**src/rtl/uart_sts_pkg.sv**
```systemverilog
// Shared constants for the serial status flag controller.
// Flag vector index i maps to status bit i+1.
package uart_sts_pkg;
    localparam int NFLAG   = 7;
    localparam int FI_TDRE = 6;
    localparam int FI_TC   = 5;
    localparam int FI_RDRF = 4;
    localparam int FI_IDLE = 3;
    localparam int FI_OR   = 2;
    localparam int FI_NF   = 1;
    localparam int FI_FE   = 0;
    // Reset image: transmit flags set, receive flags clear.
    localparam logic [NFLAG-1:0] RST_FLAGS   = 7'b1100000;
    // Flags cleared by a data write; the rest clear on a data read.
    localparam logic [NFLAG-1:0] WR_CLR_MASK = 7'b1100000;
endpackage

```
**src/rtl/uart_sts_flag.sv**
```systemverilog
// One status flag: set-dominant register with a clear request.
// Assumes set and clr are single-cycle qualified requests.
module uart_sts_flag #(
    parameter logic RST_VAL = 1'b0
) (
    input  logic clk,
    input  logic rst_n,
    input  logic set,
    input  logic clr,
    output logic q
);
    // Hold, set (winning over clear) or clear the flag.
    always_ff @(posedge clk) begin
        if (!rst_n)   q <= RST_VAL;
        else if (set) q <= 1'b1;
        else if (clr) q <= 1'b0;
    end
endmodule

```
**src/rtl/uart_sts_arm.sv**
```systemverilog
// Two-step clear sequencer: a status read captures which flags are set,
// a later data access of the matching kind consumes those arms.
// Assumes bus strobes last one cycle per access.
module uart_sts_arm
    import uart_sts_pkg::*;
(
    input  logic             clk,
    input  logic             rst_n,
    input  logic             sts_rd,
    input  logic             dat_rd,
    input  logic             dat_wr,
    input  logic [NFLAG-1:0] flags,
    output logic [NFLAG-1:0] clr
);
    logic [NFLAG-1:0] arm_q;
    logic [NFLAG-1:0] kind;

    // Which flags the current data access may clear.
    always_comb begin
        kind = '0;
        if (dat_wr) kind = kind | WR_CLR_MASK;
        if (dat_rd) kind = kind | ~WR_CLR_MASK;
    end

    assign clr = arm_q & kind;

    // Capture arms at a status read, drop them once consumed.
    always_ff @(posedge clk) begin
        if (!rst_n)      arm_q <= '0;
        else if (sts_rd) arm_q <= flags;
        else             arm_q <= arm_q & ~kind;
    end
endmodule

```
**src/rtl/uart_sts_rx.sv**
```systemverilog
// Receive event decoder: turns character, vote and line-level events
// into set requests for the receive flags. Noise is accumulated over a
// frame; the idle flag re-arms only after the line was seen active.
module uart_sts_rx #(
    parameter int VOTES = 3
) (
    input  logic             clk,
    input  logic             rst_n,
    input  logic             rx_char_done,
    input  logic             rx_stop_bit,
    input  logic             rx_vote_vld,
    input  logic [VOTES-1:0] rx_votes,
    input  logic             rx_line_idle,
    input  logic             wake_en,
    input  logic             rdrf_q,
    output logic             set_rdrf,
    output logic             set_or,
    output logic             set_nf,
    output logic             set_fe,
    output logic             set_idle
);
    logic noise_now;
    logic noise_acc;
    logic idle_armed;
    logic take;

    assign noise_now = rx_vote_vld && !((&rx_votes) || !(|rx_votes));
    assign take      = rx_char_done && !rdrf_q;
    assign set_rdrf  = rx_char_done;
    assign set_or    = rx_char_done && rdrf_q;
    assign set_nf    = take && (noise_acc || noise_now);
    assign set_fe    = take && !rx_stop_bit;
    assign set_idle  = idle_armed && rx_line_idle && !wake_en;

    // Remember any split vote within the current frame.
    always_ff @(posedge clk) begin
        if (!rst_n)            noise_acc <= 1'b0;
        else if (rx_char_done) noise_acc <= 1'b0;
        else if (noise_now)    noise_acc <= 1'b1;
    end

    // Re-arm idle detection when the line is active, disarm on setting.
    always_ff @(posedge clk) begin
        if (!rst_n)            idle_armed <= 1'b0;
        else if (!rx_line_idle) idle_armed <= 1'b1;
        else if (set_idle)     idle_armed <= 1'b0;
    end
endmodule

```
**src/rtl/uart_status_flags.sv**
```systemverilog
// Serial port status byte: seven set-dominant flags with a two-step
// (status read, then data access) clear. Bit 0 reads zero.
// Assumes all event and bus inputs are synchronous to clk.
module uart_status_flags
    import uart_sts_pkg::*;
#(
    parameter int VOTES = 3
) (
    input  logic             clk,
    input  logic             rst_n,
    input  logic             tx_buf_empty,
    input  logic             tx_idle,
    input  logic             rx_char_done,
    input  logic             rx_stop_bit,
    input  logic             rx_vote_vld,
    input  logic [VOTES-1:0] rx_votes,
    input  logic             rx_line_idle,
    input  logic             wake_en,
    input  logic             bus_sel_status,
    input  logic             bus_sel_data,
    input  logic             bus_rd,
    input  logic             bus_wr,
    output logic [7:0]       status
);
    logic [NFLAG-1:0] flags;
    logic [NFLAG-1:0] set_v;
    logic [NFLAG-1:0] clr_v;
    logic s_rdrf, s_or, s_nf, s_fe, s_idle;

    uart_sts_rx #(.VOTES(VOTES)) u_rx (
        .clk(clk), .rst_n(rst_n),
        .rx_char_done(rx_char_done), .rx_stop_bit(rx_stop_bit),
        .rx_vote_vld(rx_vote_vld), .rx_votes(rx_votes),
        .rx_line_idle(rx_line_idle), .wake_en(wake_en),
        .rdrf_q(flags[FI_RDRF]),
        .set_rdrf(s_rdrf), .set_or(s_or), .set_nf(s_nf),
        .set_fe(s_fe), .set_idle(s_idle)
    );

    uart_sts_arm u_arm (
        .clk(clk), .rst_n(rst_n),
        .sts_rd(bus_sel_status && bus_rd),
        .dat_rd(bus_sel_data && bus_rd),
        .dat_wr(bus_sel_data && bus_wr),
        .flags(flags),
        .clr(clr_v)
    );

    // Gather set requests into flag-vector order.
    always_comb begin
        set_v          = '0;
        set_v[FI_TDRE] = tx_buf_empty;
        set_v[FI_TC]   = tx_idle;
        set_v[FI_RDRF] = s_rdrf;
        set_v[FI_IDLE] = s_idle;
        set_v[FI_OR]   = s_or;
        set_v[FI_NF]   = s_nf;
        set_v[FI_FE]   = s_fe;
    end

    for (genvar i = 0; i < NFLAG; i++) begin : g_flag
        uart_sts_flag #(.RST_VAL(RST_FLAGS[i])) u_flag (
            .clk(clk), .rst_n(rst_n),
            .set(set_v[i]), .clr(clr_v[i]), .q(flags[i])
        );
    end

    assign status = {flags, 1'b0};
endmodule

```
**config.mk**
```make
export PLATFORM = sky130hd
export DESIGN_NAME = uart_status_flags
export DESIGN_NICKNAME = d
export VERILOG_FILES = /design/src/rtl/uart_sts_pkg.sv /design/src/rtl/uart_sts_flag.sv /design/src/rtl/uart_sts_arm.sv /design/src/rtl/uart_sts_rx.sv /design/src/rtl/uart_status_flags.sv
export SDC_FILE = /design/constraint.sdc
export NUM_CORES = 1
export LEC_CHECK = 0
export ABC_AREA = 1
export ABC_CLOCK_PERIOD_IN_PS = 800
export BUFFER_PORTS_ARGS = -buffer_cell sky130_fd_sc_hd__buf_2
export CAP_MARGIN = 40
export CORE_MARGIN = 2
export CORE_UTILIZATION = 46
export DETAILED_ROUTE_END_ITERATION = 7
export PLACE_DENSITY = 0.86
export SYNTH_ARGS = -nofsm -noshare
export SYNTH_HDL_FRONTEND = slang
export SYNTH_SLANG_ARGS = --single-unit
```
**constraint.sdc**
```tcl
create_clock -name clk -period 0.8 [get_ports clk]
set_input_delay 0.08 -clock clk [delete_from_list [all_inputs] [get_ports clk]]
set_output_delay 0.08 -clock clk [all_outputs]
set_load 0.05 [all_outputs]
```
==> impl_metrics.ini, run 1 <==
[worst_setup_path]
crit_fanout = 5
max_stage_delay_ps = 390
endpoint_kind = output port
critPathSlowestCell = dfxtp_4
critPathArrivalTime_ps = 830
required_ps = 720
r2r_end = g_flag[5].u_flag.q
cp_top_family = flip-flops
crit_buf_inv = 1
worstSetupStartpointType = register
path_depth = 1
cp_cell_sequence = buf_8
r2r_setup_slack_ps = 0
timing_worst_setup_path_type = register to output port
reg2reg_from = g_flag[5].u_flag.q
reg2regPathDepth = 2

[synthesis]
synth.top_cells.by_area = dfxtp_1 (46%), nand2_1 (11%), a21oi_1 (9.4%)
ys_seq_elements = 16
synth_area_um2 = 689.4
yosys_warnings = 0
synthDominantAreaCellType = dfxtp_1
syn_nets = 105
syn-instance-count = 89
yosysSeqAreaShare_pct = 46.46
synth_top_area_share_pct = 46.46
synth.distinct_cells = 17
syn_avg_cell_area_um2 = 7.746

[pwr]
clockPowerShare_pct = 30.7
combPwrFrac_pct = 19.3
swShare_pct = 27.60
seqPwrFrac_pct = 50.0
power_density_nw_per_um2 = 1781
p_leak_nw = 0.4246
ir_drop_uv = 1422
p_int_mw = 1.269
switchingPower_mw = 0.4839

[final_layout]
seqCellArea_um2 = 336.6
antenna_cells = 0
drive_above_1_share_pct = 43.97
fin_nets = 133
stdcell_count = 131
multi_input_area_um2 = 297.8
final_util_pct = 72.94
final.fill_count = 112
area_growth_pct = 42.83

[hold_path]
hold_path.class = input pin to register
hold_end = u_rx.idle_armed
min_from = wake_en
hold_depth = 3

[drt]
drtPass1Iterations = 4
via_per_inst = 5.145
routedWlPerCell_um = 11.87
dr_total_vias = 674
drc = 0
drt_first_iter_violations = 12
antenna_left = 0
wl_um = 1555

[flow_run]
drv_cap = 0

[timing]
fin_crit_ps = 906.9
worst_slack_ps = -106.9
fmax_ghz = 1.103
rsz0062_at_grt = true
timing.hold.ws_ps = 38.18
slew_viol_final = 0
finalSetupViolations = 7
final.period_utilization_pct = 113.4
finalHoldViolCount = 0
skew_ps = 0.2711

[clock_tree]
root_buffer = clkbuf_4
cts_buffers = 3
clock_latency_ps = 290
clk_path_buf_depth = 2
cts_tree = yes
htreeDepth = 1
clock_sinks = 16
clkTransAtPathRegs_ps = 90

[placed_design]
routabilityCongestion = 0.7612
dp_cells = 119
pre_cts_slack_ps = 30.69
hpwl_um = 1051
port_buffers = 22

[die]
fp-row-count = 13
die_height_um = 42.72
die_x_um = 42.72
dieArea_um2 = 1825
initial_utilization_pct = 51.07
pin_count = 24
fp.coreArea_um2 = 1350

[global_route]
grt_pass1_vias = 685
antenna_found_initial = 0
grt.overflow.total = 0
grt_start_max_net_pins = 15
grt_pass1_wl_um = 2656
grt_usage_pct = 19.05

[status]
violations = negative setup slack
status = complete, but fails checks
-- how the worst max path moves through the flow --
stage	end	from
floorplan	g_flag[6].u_flag.q	u_arm.arm_q[6]
global placement	u_arm.arm_q[0]	bus_rd
detailed placement	g_flag[0].u_flag.q	g_flag[4].u_flag.q
CTS	status[5]	g_flag[4].u_flag.q
global route	status[5]	g_flag[4].u_flag.q
finish	status[5]	g_flag[4].u_flag.q
-- through the flow --
stage               total power [mW]  instance area [um2]  TNS, ps
floorplan                      1.075                689.4        0
global placement               1.134                764.5        0
detailed placement             1.144                764.5        0
CTS                            1.737                947.2   -570.9
global route                   1.829                984.7   -799.0
finish                         1.753                984.7   -568.5
-- cell usage in the layout (no fill, tap or decap) --
cell type       n
buf_4           6
a211o_1         2
buf_8           7
o21ai_1         3
nand3b_1        1
conb_1          1
inv_1           4
a21oi_1        10
a21oi_2         3
dfxtp_4         2
nand2_1        21
dfxtp_2         7
nor2_1          3
buf_2          15
o21ai_0         1
nand2_2         1
inv_2           1
o21ai_2         3
dlygate4sd3_1   4
nand3_1         8
buf_6           1
clkbuf_8        1
clkbuf_4        3
nand3_2         1
dfxtp_1         7
-- repair_timing --
item / in CTS / in global routing
setup endpoints to repair: 7 / 13
resized for setup: 31 / 11
buffers inserted: 4 / 0
endpoints found under the hold margin: 4 / 1
hold buffers: 3 / 1
pin swaps: 1 / 1
-- per-layer routing --
metal	up-vias	GRT usage [%]	share of wire (%)	routed length (um)
li1	338	-	-	-
met1	306	20.84	40	622
met2	26	33.64	51	787
met3	4	6.809	8.0	124
met4	0	6.250	1.4	21
met5	-	0	0	0
-- power by group through the flow --
stage | Sequential, mW | Combinational [mW] | Clock [mW]
6_report | 0.876 | 0.339 | 0.538
5_1_grt | 0.883 | 0.366 | 0.580
4_1_cts | 0.875 | 0.319 | 0.543
3_5_place_dp | 0.885 | 0.259 | 0
3_3_place_gp | 0.882 | 0.252 | 0
2_1_floorplan | 0.879 | 0.196 | 0
-- kinds of logic after synthesis --
kind of cell | after synthesis | synth area share [%]
AO/OA/AOI/OAI | 22 | 17.60
buffers and inverters | 15 | 13.79
flip-flops | 16 | 46.46
other | 1 | 0.5439
AND/OR/NAND/NOR | 35 | 21.60
-- Yosys cell counts, drive strengths merged --
master,n
a211o,2
a21oi,13
buf,10
conb,1
dfxtp,16
inv,5
nand2,22
nand3,9
nand3b,1
nor2,3
o21ai,7
-- final cells by class --
cell class	count	area share, %
sequential	16	34.18
timing repair buffer	33	28.08
tap	15	1.906
inverter	5	1.906
clock buffer	4	3.685
multi-input combinational	58	30.24
-- state kept, by name (all words and copies together) (netlist names) --
register,count
g_flag.u_flag.q,7
u_arm.arm_q,7
u_rx.idle_armed,1
u_rx.noise_acc,1
Power figures use the tool's default switching activity.
==> run 2, diff against run 1 <==
- MAX_ROUTING_LAYER: unset -> met4
==> impl_metrics.ini, run 2 (synthesis results as in run 1) <==
[die]
dieArea_um2 = 1825
die_height_um = 42.72
fp-row-count = 13
initial_utilization_pct = 51.07
die_x_um = 42.72
fp.coreArea_um2 = 1350
pin_count = 24

[clock_tree]
clkTransAtPathRegs_ps = 90
clk_path_buf_depth = 2
cts_buffers = 3
clock_sinks = 16
cts_tree = yes
clock_latency_ps = 290
htreeDepth = 1
root_buffer = clkbuf_4

[worst_setup_path]
worstSetupStartpointType = register
cp_cell_sequence = buf_8
endpoint_kind = output port
crit_buf_inv = 1
critPathLaunch = g_flag[4].u_flag.q
reg2reg_from = g_flag[5].u_flag.q
crit_fanout = 5
required_ps = 720
cp_top_family = flip-flops
critPathArrivalTime_ps = 830
critPathSlowestCell = dfxtp_4
max_stage_delay_ps = 390
timing_worst_setup_path_type = register to output port

[hold_path]
min_from = wake_en
hold_path.class = input pin to register

[pwr]
power_density_nw_per_um2 = 1780
swShare_pct = 27.58
switchingPower_mw = 0.4835
clockPowerShare_pct = 30.7
seqPwrFrac_pct = 50.0
ir_drop_uv = 1421
total_power_mw = 1.753
p_int_mw = 1.269
combPwrFrac_pct = 19.3
p_leak_nw = 0.4246

[timing]
slew_viol_final = 0
rsz0062_at_grt = true
timing.hold.ws_ps = 38.34
fmax_ghz = 1.103
tns_ps = -567.5
final.period_utilization_pct = 113.3
finalHoldViolCount = 0
worst_slack_ps = -106.8
fin_crit_ps = 906.8
finalSetupViolations = 7
skew_ps = 0.2305

[placed_design]
port_buffers = 22
hpwl_um = 1051
pre_cts_slack_ps = 30.69
routabilityCongestion = 0.7712

[global_route]
grt.overflow.total = 0
grt_usage_pct = 19.57
antenna_found_initial = 0
grt_start_max_net_pins = 15
grt_pass1_wl_um = 2663
grt_pass1_vias = 684

[drt]
dr_total_vias = 674
antenna_left = 0
routedWlPerCell_um = 11.85
drc = 0
via_per_inst = 5.145
drt_first_iter_violations = 12
wl_um = 1552
drtPass1Iterations = 4

[status]
status = complete, but fails checks
violations = negative setup slack

[final_layout]
reg_top3 = g_flag.u_flag.q x7, u_arm.arm_q x7
fin_nets = 133
area_growth_pct = 42.83
antenna_cells = 0
final_common_cell = nand2_1
final_cell_mix = nand2_1 (21), buf_2 (15), a21oi_1 (10)
drive_above_1_share_pct = 43.97
final_util_pct = 72.94

[flow_run]
drv_cap = 0
run 2: power by group through the flow:
stage	clock, mW	combinational (mW)	sequential [mW]
finish	0.538	0.339	0.876
global route	0.580	0.366	0.883
CTS	0.543	0.319	0.875
detailed placement	0	0.259	0.885
global placement	0	0.252	0.882
floorplan	0	0.196	0.879
run 2: area by class of cell:
type	instances	area, um2
fill	112	365.4
tap	15	18.77
multi-input combinational	58	297.8
inverter	5	18.77
clock buffer	4	36.28
timing repair buffer	33	276.5
sequential	16	336.6
run 2: metal layers:
layer	vias to the layer above	GRT usage [%]	routed length [um]
li1	338	-	-
met1	306	20.84	626
met2	26	33.64	787
met3	4	6.809	117
met4	0	6.250	21
met5	-	-	0
run 2: timing repair:
item,CTS,global route
pin swaps,1,1
resized for setup,31,11
hold buffers,3,1
endpoints found under the hold margin,4,1
setup endpoints to repair,7,13
buffers inserted,4,0
run 2: final timing paths:
kind	to	slack (ps)	cells past startpoint
max	status[5]	-110	1
min	u_rx.idle_armed	40	3
max reg2reg	g_flag[5].u_flag.q	0	2
min reg2reg	u_rx.idle_armed	470	2
run 2: stage by stage:
stage | cell area [um2] | instances
3_3_place_gp | 764.5 | 119
4_1_cts | 947.2 | 130
2_1_floorplan | 689.4 | 89
3_5_place_dp | 764.5 | 119
6_report | 984.7 | 131
5_1_grt | 984.7 | 131
